### src/rtl/pbt_pkg.sv
package pbt_pkg;

    localparam int ON_W  = 4;
    localparam int OFF_W = 6;
    localparam int TW    = 6;

    typedef enum logic [1:0] {
        OP_CMD  = 2'd0,
        OP_DATA = 2'd1,
        OP_READ = 2'd2,
        OP_RSVD = 2'd3
    } op_e;

    // Edge word: field order fixed by the register that feeds it.
    typedef struct packed {
        logic [OFF_W-1:0] rd_off;
        logic [ON_W-1:0]  rd_on;
        logic [OFF_W-1:0] wr_off;
        logic [ON_W-1:0]  wr_on;
        logic [OFF_W-1:0] cs_off;
        logic [ON_W-1:0]  cs_on;
    } edges_t;

    typedef struct packed {
        logic [TW-1:0] sample;
        logic [TW-1:0] rd_len;
        logic [TW-1:0] wr_len;
    } period_t;

    typedef struct packed {
        logic cs_hi;
        logic wr_hi;
        logic rd_hi;
        logic dc_hi;
        logic dbl;
    } mode_t;

    localparam int EDGE_W = $bits(edges_t);
    localparam int PER_W  = $bits(period_t);
    localparam int MODE_W = $bits(mode_t);

endpackage

### src/rtl/pbt_window.sv
module pbt_window
    import pbt_pkg::*;
(
    input  logic             en,
    input  logic [TW-1:0]    tick,
    input  logic [ON_W-1:0]  on_t,
    input  logic [OFF_W-1:0] off_t,
    input  logic             act_hi,
    output logic             pin
);
    logic active;
    always_comb begin
        active = en && (tick >= TW'(on_t)) && (tick < TW'(off_t));
        pin    = act_hi ? active : !active;
    end
endmodule

### src/rtl/pbt_chan_mux.sv
module pbt_chan_mux
    import pbt_pkg::*;
#(
    parameter int NCH = 2,
    parameter int CW  = 1
) (
    input  logic [CW-1:0]             idx,
    input  logic [NCH-1:0][EDGE_W-1:0] edges,
    input  logic [NCH-1:0][PER_W-1:0]  periods,
    input  logic [NCH-1:0][MODE_W-1:0] modes,
    output edges_t                    sel_e,
    output period_t                   sel_p,
    output mode_t                     sel_m
);
    always_comb begin
        sel_e = edges_t'(edges[idx]);
        sel_p = period_t'(periods[idx]);
        sel_m = mode_t'(modes[idx]);
    end
endmodule

### src/rtl/pbt_top.sv
module pbt_top
    import pbt_pkg::*;
#(
    parameter int NCH = 2,
    parameter int DW  = 16,
    localparam int SW = $clog2(NCH + 1),
    localparam int CW = (NCH > 1) ? $clog2(NCH) : 1
) (
    input  logic                      clk,
    input  logic                      rst_n,
    input  logic [SW-1:0]             chan_sel,
    input  logic [NCH-1:0][EDGE_W-1:0] chan_edges,
    input  logic [NCH-1:0][PER_W-1:0]  chan_period,
    input  logic [NCH-1:0][MODE_W-1:0] chan_mode,
    input  logic                      req_valid,
    input  logic [1:0]                req_op,
    input  logic [DW-1:0]             req_wdata,
    output logic                      req_ready,
    output logic [NCH-1:0]            bus_cs,
    output logic                      bus_wr,
    output logic                      bus_rd,
    output logic                      bus_dc,
    output logic [DW-1:0]             bus_dout,
    output logic                      bus_oe,
    input  logic [DW-1:0]             bus_din,
    output logic [DW-1:0]             rd_data,
    output logic                      rd_valid
);

    typedef struct packed {
        logic          busy;
        logic [TW-1:0] tick;
        logic          half;
        op_e           op;
        logic [CW-1:0] ch;
        logic [DW-1:0] wdata;
        logic [DW-1:0] rdata;
        logic          rvalid;
    } state_t;

    typedef struct packed {
        logic [NCH-1:0] cs;
        logic           wr;
        logic           rd;
        logic           dc;
        logic           oe;
    } pins_t;

    state_t  st_q, st_d;
    pins_t   pin_q, pin_d;
    edges_t  cur_e, nxt_e;
    period_t cur_p, nxt_p;
    mode_t   cur_m, nxt_m;
    logic    sel_ok;
    logic    step;
    logic [TW-1:0] cur_len;

    // Timing set of the cycle in progress, and of the cycle seen next clock.
    pbt_chan_mux #(.NCH(NCH), .CW(CW)) u_mux_cur (
        .idx(st_q.ch), .edges(chan_edges), .periods(chan_period), .modes(chan_mode),
        .sel_e(cur_e), .sel_p(cur_p), .sel_m(cur_m)
    );
    pbt_chan_mux #(.NCH(NCH), .CW(CW)) u_mux_nxt (
        .idx(st_d.ch), .edges(chan_edges), .periods(chan_period), .modes(chan_mode),
        .sel_e(nxt_e), .sel_p(nxt_p), .sel_m(nxt_m)
    );

    always_comb begin
        st_d     = st_q;
        st_d.rvalid = 1'b0;
        sel_ok   = (chan_sel != '0) && (chan_sel <= SW'(NCH));
        req_ready = !st_q.busy && sel_ok;
        cur_len  = (st_q.op == OP_READ) ? cur_p.rd_len : cur_p.wr_len;
        step     = !cur_m.dbl || st_q.half;
        if (st_q.busy) begin
            if (st_q.op == OP_READ && st_q.tick == cur_p.sample && !st_q.half) begin
                st_d.rdata  = bus_din;
                st_d.rvalid = 1'b1;
            end
            st_d.half = cur_m.dbl && !st_q.half;
            if (step) begin
                if (st_q.tick == cur_len - 1'b1) begin
                    st_d.busy = 1'b0;
                    st_d.tick = '0;
                end else begin
                    st_d.tick = st_q.tick + 1'b1;
                end
            end
        end else if (req_valid && sel_ok) begin
            st_d.busy  = 1'b1;
            st_d.tick  = '0;
            st_d.half  = 1'b0;
            st_d.op    = op_e'(req_op);
            st_d.ch    = CW'(chan_sel - 1'b1);
            st_d.wdata = req_wdata;
        end
    end

    // Pin levels for the next clock, decoded from the next state.
    generate
        for (genvar c = 0; c < NCH; c++) begin : g_cs
            edges_t ce;
            mode_t  cm;
            assign ce = edges_t'(chan_edges[c]);
            assign cm = mode_t'(chan_mode[c]);
            pbt_window u_cs (
                .en(st_d.busy && st_d.ch == CW'(c)), .tick(st_d.tick),
                .on_t(ce.cs_on), .off_t(ce.cs_off), .act_hi(cm.cs_hi), .pin(pin_d.cs[c])
            );
        end
    endgenerate

    pbt_window u_wr (
        .en(st_d.busy && st_d.op != OP_READ), .tick(st_d.tick),
        .on_t(nxt_e.wr_on), .off_t(nxt_e.wr_off), .act_hi(nxt_m.wr_hi), .pin(pin_d.wr)
    );
    pbt_window u_rd (
        .en(st_d.busy && st_d.op == OP_READ), .tick(st_d.tick),
        .on_t(nxt_e.rd_on), .off_t(nxt_e.rd_off), .act_hi(nxt_m.rd_hi), .pin(pin_d.rd)
    );

    assign pin_d.dc = (st_d.busy && st_d.op == OP_CMD) ? nxt_m.dc_hi : !nxt_m.dc_hi;
    assign pin_d.oe = st_d.busy && st_d.op != OP_READ;

    always_ff @(posedge clk or negedge rst_n) begin
        if (!rst_n) begin
            st_q  <= '0;
            pin_q <= '0;
        end else begin
            st_q  <= st_d;
            pin_q <= pin_d;
        end
    end

    assign bus_cs   = pin_q.cs;
    assign bus_wr   = pin_q.wr;
    assign bus_rd   = pin_q.rd;
    assign bus_dc   = pin_q.dc;
    assign bus_oe   = pin_q.oe;
    assign bus_dout = st_q.wdata;
    assign rd_data  = st_q.rdata;
    assign rd_valid = st_q.rvalid;

    // ---------------- assertions ----------------
    logic [NCH-1:0] cs_act;
    generate
        for (genvar c = 0; c < NCH; c++) begin : g_csact
            mode_t am;
            assign am        = mode_t'(chan_mode[c]);
            assign cs_act[c] = (bus_cs[c] == am.cs_hi);
        end
    endgenerate

    assert_accept_starts_R3: assert property (@(posedge clk) disable iff (!rst_n)
        (req_valid && req_ready) |=> (st_q.busy && st_q.tick == '0));

    assert_idle_unselected_R2: assert property (@(posedge clk) disable iff (!rst_n)
        (!st_q.busy && !sel_ok) |=> !st_q.busy);

    assert_single_cs_R4: assert property (@(posedge clk) disable iff (!rst_n)
        $onehot0(cs_act));

    assert_no_rd_with_oe_R6: assert property (@(posedge clk) disable iff (!rst_n)
        bus_oe |-> (bus_rd != cur_m.rd_hi));

    assert_tick_hold_R8: assert property (@(posedge clk) disable iff (!rst_n)
        (st_q.busy && cur_m.dbl && !st_q.half) |=> $stable(st_q.tick));

    assert_valid_pulse_R9: assert property (@(posedge clk) disable iff (!rst_n)
        rd_valid |=> !rd_valid);

endmodule

### config.mk
export PLATFORM = sky130hd
export DESIGN_NAME = pbt_top
export DESIGN_NICKNAME = d
export VERILOG_FILES = /design/src/rtl/pbt_pkg.sv /design/src/rtl/pbt_window.sv /design/src/rtl/pbt_chan_mux.sv /design/src/rtl/pbt_top.sv
export SDC_FILE = /design/constraint.sdc
export NUM_CORES = 1
export LEC_CHECK = 0
export CAP_MARGIN = 20
export CELL_PAD_IN_SITES_DETAIL_PLACEMENT = 0
export CELL_PAD_IN_SITES_GLOBAL_PLACEMENT = 1
export CORE_MARGIN = 10
export CORE_UTILIZATION = 39
export DETAILED_ROUTE_END_ITERATION = 8
export PLACE_DENSITY = 0.95
export RECOVER_POWER = 25
export SLEW_MARGIN = 20
export SYNTH_ARGS = -nofsm -noshare
export SYNTH_HDL_FRONTEND = slang
export SYNTH_HIERARCHICAL = 1
export SYNTH_SLANG_ARGS = --single-unit
### constraint.sdc
create_clock -name clk -period 8.9 [get_ports clk]
set_input_delay 1.335 -clock clk [delete_from_list [all_inputs] [get_ports clk]]
set_output_delay 1.335 -clock clk [all_outputs]
set_load 0.02 [all_outputs]
**Yosys cells after proc, flatten, opt, wreduce, memory -nomap -nowiden**

Cells that the tools add are included.

- Register bits: 50
- Logic and storage cells: 89
- Output and inout bits: 40
- Input port bits: 145

- Reductions and logical operators: 33
- Muxes and demuxes: 22
- Order comparisons: 11
- Equality and inequality tests: 5
- Add/subtract/negate cells: 3
- Bitwise gates (word level): 2

Operators by type and width:

| operator | number |
|---|---|
| $mux W30 | 2 |
| $mux W18 | 2 |
| $mux W27 | 1 |
| $ge A6 B4 Y1 | 4 |
| $lt A6 B6 Y1 | 4 |
| $logic_and A1 B1 Y1 | 19 |
| $mux W19 | 1 |
| $eq A6 B6 Y1 | 2 |
| $mux W6 | 2 |
| $mux W1 | 10 |
| $logic_not A1 Y1 | 8 |
| $mux W4 | 2 |
| $mux W8 | 1 |
| $mux W7 | 1 |
| $add A6 B1 Y6 const B | 1 |
| $sub A6 B1 Y6 const B | 1 |
| $eq A2 B2 Y1 const B | 2 |
| $lt A1 B2 Y1 const B | 2 |
| $reduce_and A2 Y1 | 2 |
| $reduce_bool A2 Y1 | 2 |
| $le A2 B2 Y1 const B | 1 |
| $logic_not A2 Y1 | 1 |
| $ne A2 B2 Y1 const B | 1 |
| $not A1 Y1 | 2 |
| 2 further kinds | 2 |

**Depth between registers and ports, before layout**

- Depth in word-level cells: 13
- Depth in mapped cells: 16
- Depth with buffers taken out: 13

**Cells and area by module**

Netlist, hierarchy kept.

Modules (own cells, without submodules):

| module | seq. area each (µm²) | area an instance (µm²) | cells each | times used |
|---|---|---|---|---|
| pbt_top | 1,251.2 | 2,691.3 | 277 | 1 |
| pbt_chan_mux | 0.0 | 895.9 | 59 | 2 |
| pbt_window | 0.0 | 284.0 | 37 | 4 |

**Worst setup path before layout**

OpenSTA, ideal clock, no wires.

- Path type: input -> register
- From: input port chan_period[0] in the netlist's numbering
- To: register pin_q, in the netlist bus_rd
- Arrival time: 4,434 ps
- Setup slack: 4,373 ps
- Setup time: 94 ps
- Path buffers: 1
- Required time: 8,806 ps
- Stages: 12
- Path through: mux2_4 > or3_4 > o32a_1 > and3_1 > o22ai_1 > a211oi_2 > buf_6 > o21ai_1 > ha_1 > a41oi_1 > nor2_1 > a221oi_2

RTL lines:

| item | RTL line | RTL |
|---|---|---|
| start: declaration | pbt_top.sv:13 | `input logic [NCH-1:0][PER_W-1:0] chan_period,` |
| end signal: assignment | pbt_top.sv:131 | `pin_q <= pin_d;` |
| end: declaration | pbt_top.sv:50 | `pins_t pin_q, pin_d;` |

==> run metrics <==
vias in the first global route 4230; final WL 13000 um; WP data arrival 5.59 ns; Final nets 803; critical path peak fanout 11; HP Class register to register; register area 1250 um^2; clk_lat worst skew 0.29 ns; final core occ 55.7%; Routed Antenna Nets 0; die area 16400 um^2; hold_ws 0.476 ns; core area 11500 um^2; DRT iter0 DRCs 228; max incr delay on CP 0.68 ns; Tmin final 5.39 ns; RD Place Congestion 0.857; HP Start bus_dout[9]$_DFFE_PN0P_; CP required 9.10 ns; drt wl/cell 17.0 um; Top delay family on crit path compound AO/OA/AOI/OAI gates; Layout fillers 1007; Max Cap Viol 1; Net Count, Synth 656; area of the multi-input gates 2760 um^2; RSZ-0062 raised after global routing no; Final Hold Fails 0; Total GRT Usage 15.4%; total clock sinks 50; die height 128 um; Post-CTS Setup Inserts 0; synthesized area 4570 um^2; Buf/Inv on CP 1; Core Rows 39; Port Buffers 184; drt pass-1 iters 4; setup violators final 0; num ports 185; die width 128 um; relative max-transition margin -80.5%; Setup CP Type input port to register; first-pass GRT wire length 21000 um; Mapped Cells 474; PnR worst setup slack 3.51 ns; Clock Skew 0.0112 ns; n_diodes 0; achievable frequency 185 MHz; effective utilization at floorplan 39.8%; detailed placement HPWL 10700 um; RR Startpoint st_q[33]$_DFF_PN0_; Leakage Power 2.89 nW; Critical Path Slowest Stage Cell a211oi_2; routed vias/inst 5.11; Area Overhead vs Synth 39.7%; setup slack at placement 3.28 ns; Clk pin slew, worst setup/hold paths 0.07 ns; Final Cycle Share 60.6%; Worst setup EP type register; DRC 0; total grt overflow 0; failing checks capacitance limit, slew limit; Power Density 336 nW/um^2; Resized cells post-CTS 0; Slew @ Worst Pin 2.71 ns; CP startpoint chan_period[6]; clock tree root buffer cell clkbuf_16; largest net degree at the start of global routing 51; status complete, but fails checks; total number of yosys warnings 6; hold_buf cts 0; CTS Buffer Depth 2; maximum vdd drop 0.156 mV; Inserted Clock Buffers 5; Most Frequent Cell on Critical Path o21ai_1; via count 3911; mean post-synth cell area 9.64 um^2; final slew viol count 51; initial antenna violation count 0; share of cells above drive strength 1 13.7%; Max H-tree Level 2; CTS tree built; CP Cell Sequence clkdlybuf4s50_1 > mux2_4 > or3_1 > and3_1 > a31oi_1 > xnor2_1 > a211oi_2 > o21ai_1 > ha_1 > a2111oi_2 > o21ai_1 > o21a_1 > a221oi_2; critical path launch point type input port; setup TNS 0 ns
==> layer usage <==
metal  GRT usage (%)  wire length (um)
met5               0                 0
met1            17.1              5230
met2            27.6              6370
met4            2.98               136
met3            5.33              1240
==> report_power, final <==
part	total (mW)	switching, mW	internal [mW]
registers	0.455	0.114	0.341
clock network	0.215	0.0821	0.133
logic	1.48	0.756	0.720
==> final cells by class <==
type                       instances  area share, %
clock buffer                       6           2.02
timing repair buffer             189           29.3
sequential                        50           19.6
inverter                          41           2.41
tap                              143           2.80
multi-input combinational        334           43.3
clock inverter                     2          0.588
==> worst reg2reg max path, stage by stage, from the launching register on <==
cell and delay, ns:
dfrtp_1 1.06, mux2_4 0.37, or3_1 0.43, and3_1 0.19
a31oi_1 0.23, xnor2_1 0.16, a211oi_2 0.69, o21ai_1 0.52
ha_1 0.49, a2111oi_2 0.39, o21ai_1 0.12, o21a_1 0.13
a221oi_2 0.21
==> through the flow <==
step | total power, mW | area [um^2] | std cells
after detailed placement | 1.93 | 6210 | 757
after floorplan | 1.60 | 4570 | 474
after CTS | 2.16 | 6380 | 765
after global placement | 1.88 | 6210 | 757
after global routing | 2.34 | 6380 | 765
final | 2.15 | 6380 | 765
==> sequential cells by signal, indices dropped and copies added, names as in the netlist <==
register,flops
bus_cs,2
bus_dc,1
bus_dout,16
bus_oe,1
bus_rd,1
bus_wr,1
rd_data,16
rd_valid,1
st_q,11
==> path summary, 6_finish.rpt <==
kind | endpoint | cells past startpoint | slack [ns]
worst max-delay path | bus_rd$_DFF_PN0_ | 13 | 3.51
worst min-delay path | bus_dout[9]$_DFFE_PN0P_ | 2 | 0.48
worst max register to register | bus_rd$_DFF_PN0_ | 12 | 3.83
worst min register to register | bus_dout[9]$_DFFE_PN0P_ | 2 | 0.48
max in group asynchronous | rd_data[10]$_DFFE_PN0P_ | 2 | 5.37
min in group asynchronous | bus_cs[0]$_DFF_PN0_ | 2 | 2.00
==> cells in the final DEF (no fill, tap or decap), drive strengths merged, types with 4 or more instances in the layout <==
cell,n
inv,41
a21o,5
a2111oi,6
a221oi,5
clkbuf,7
xnor2,10
o21a,6
o211ai,4
nand2,66
a41oi,4
nor3,10
a211oi,11
clkdlybuf4s50,183
a21oi,6
nor2,18
mux2,59
o2111a,4
dfrtp,50
buf,5
o21ai,21
nand2b,18
nor2b,6
nor3b,6
ha,37
(Power assumes the default switching activity.)
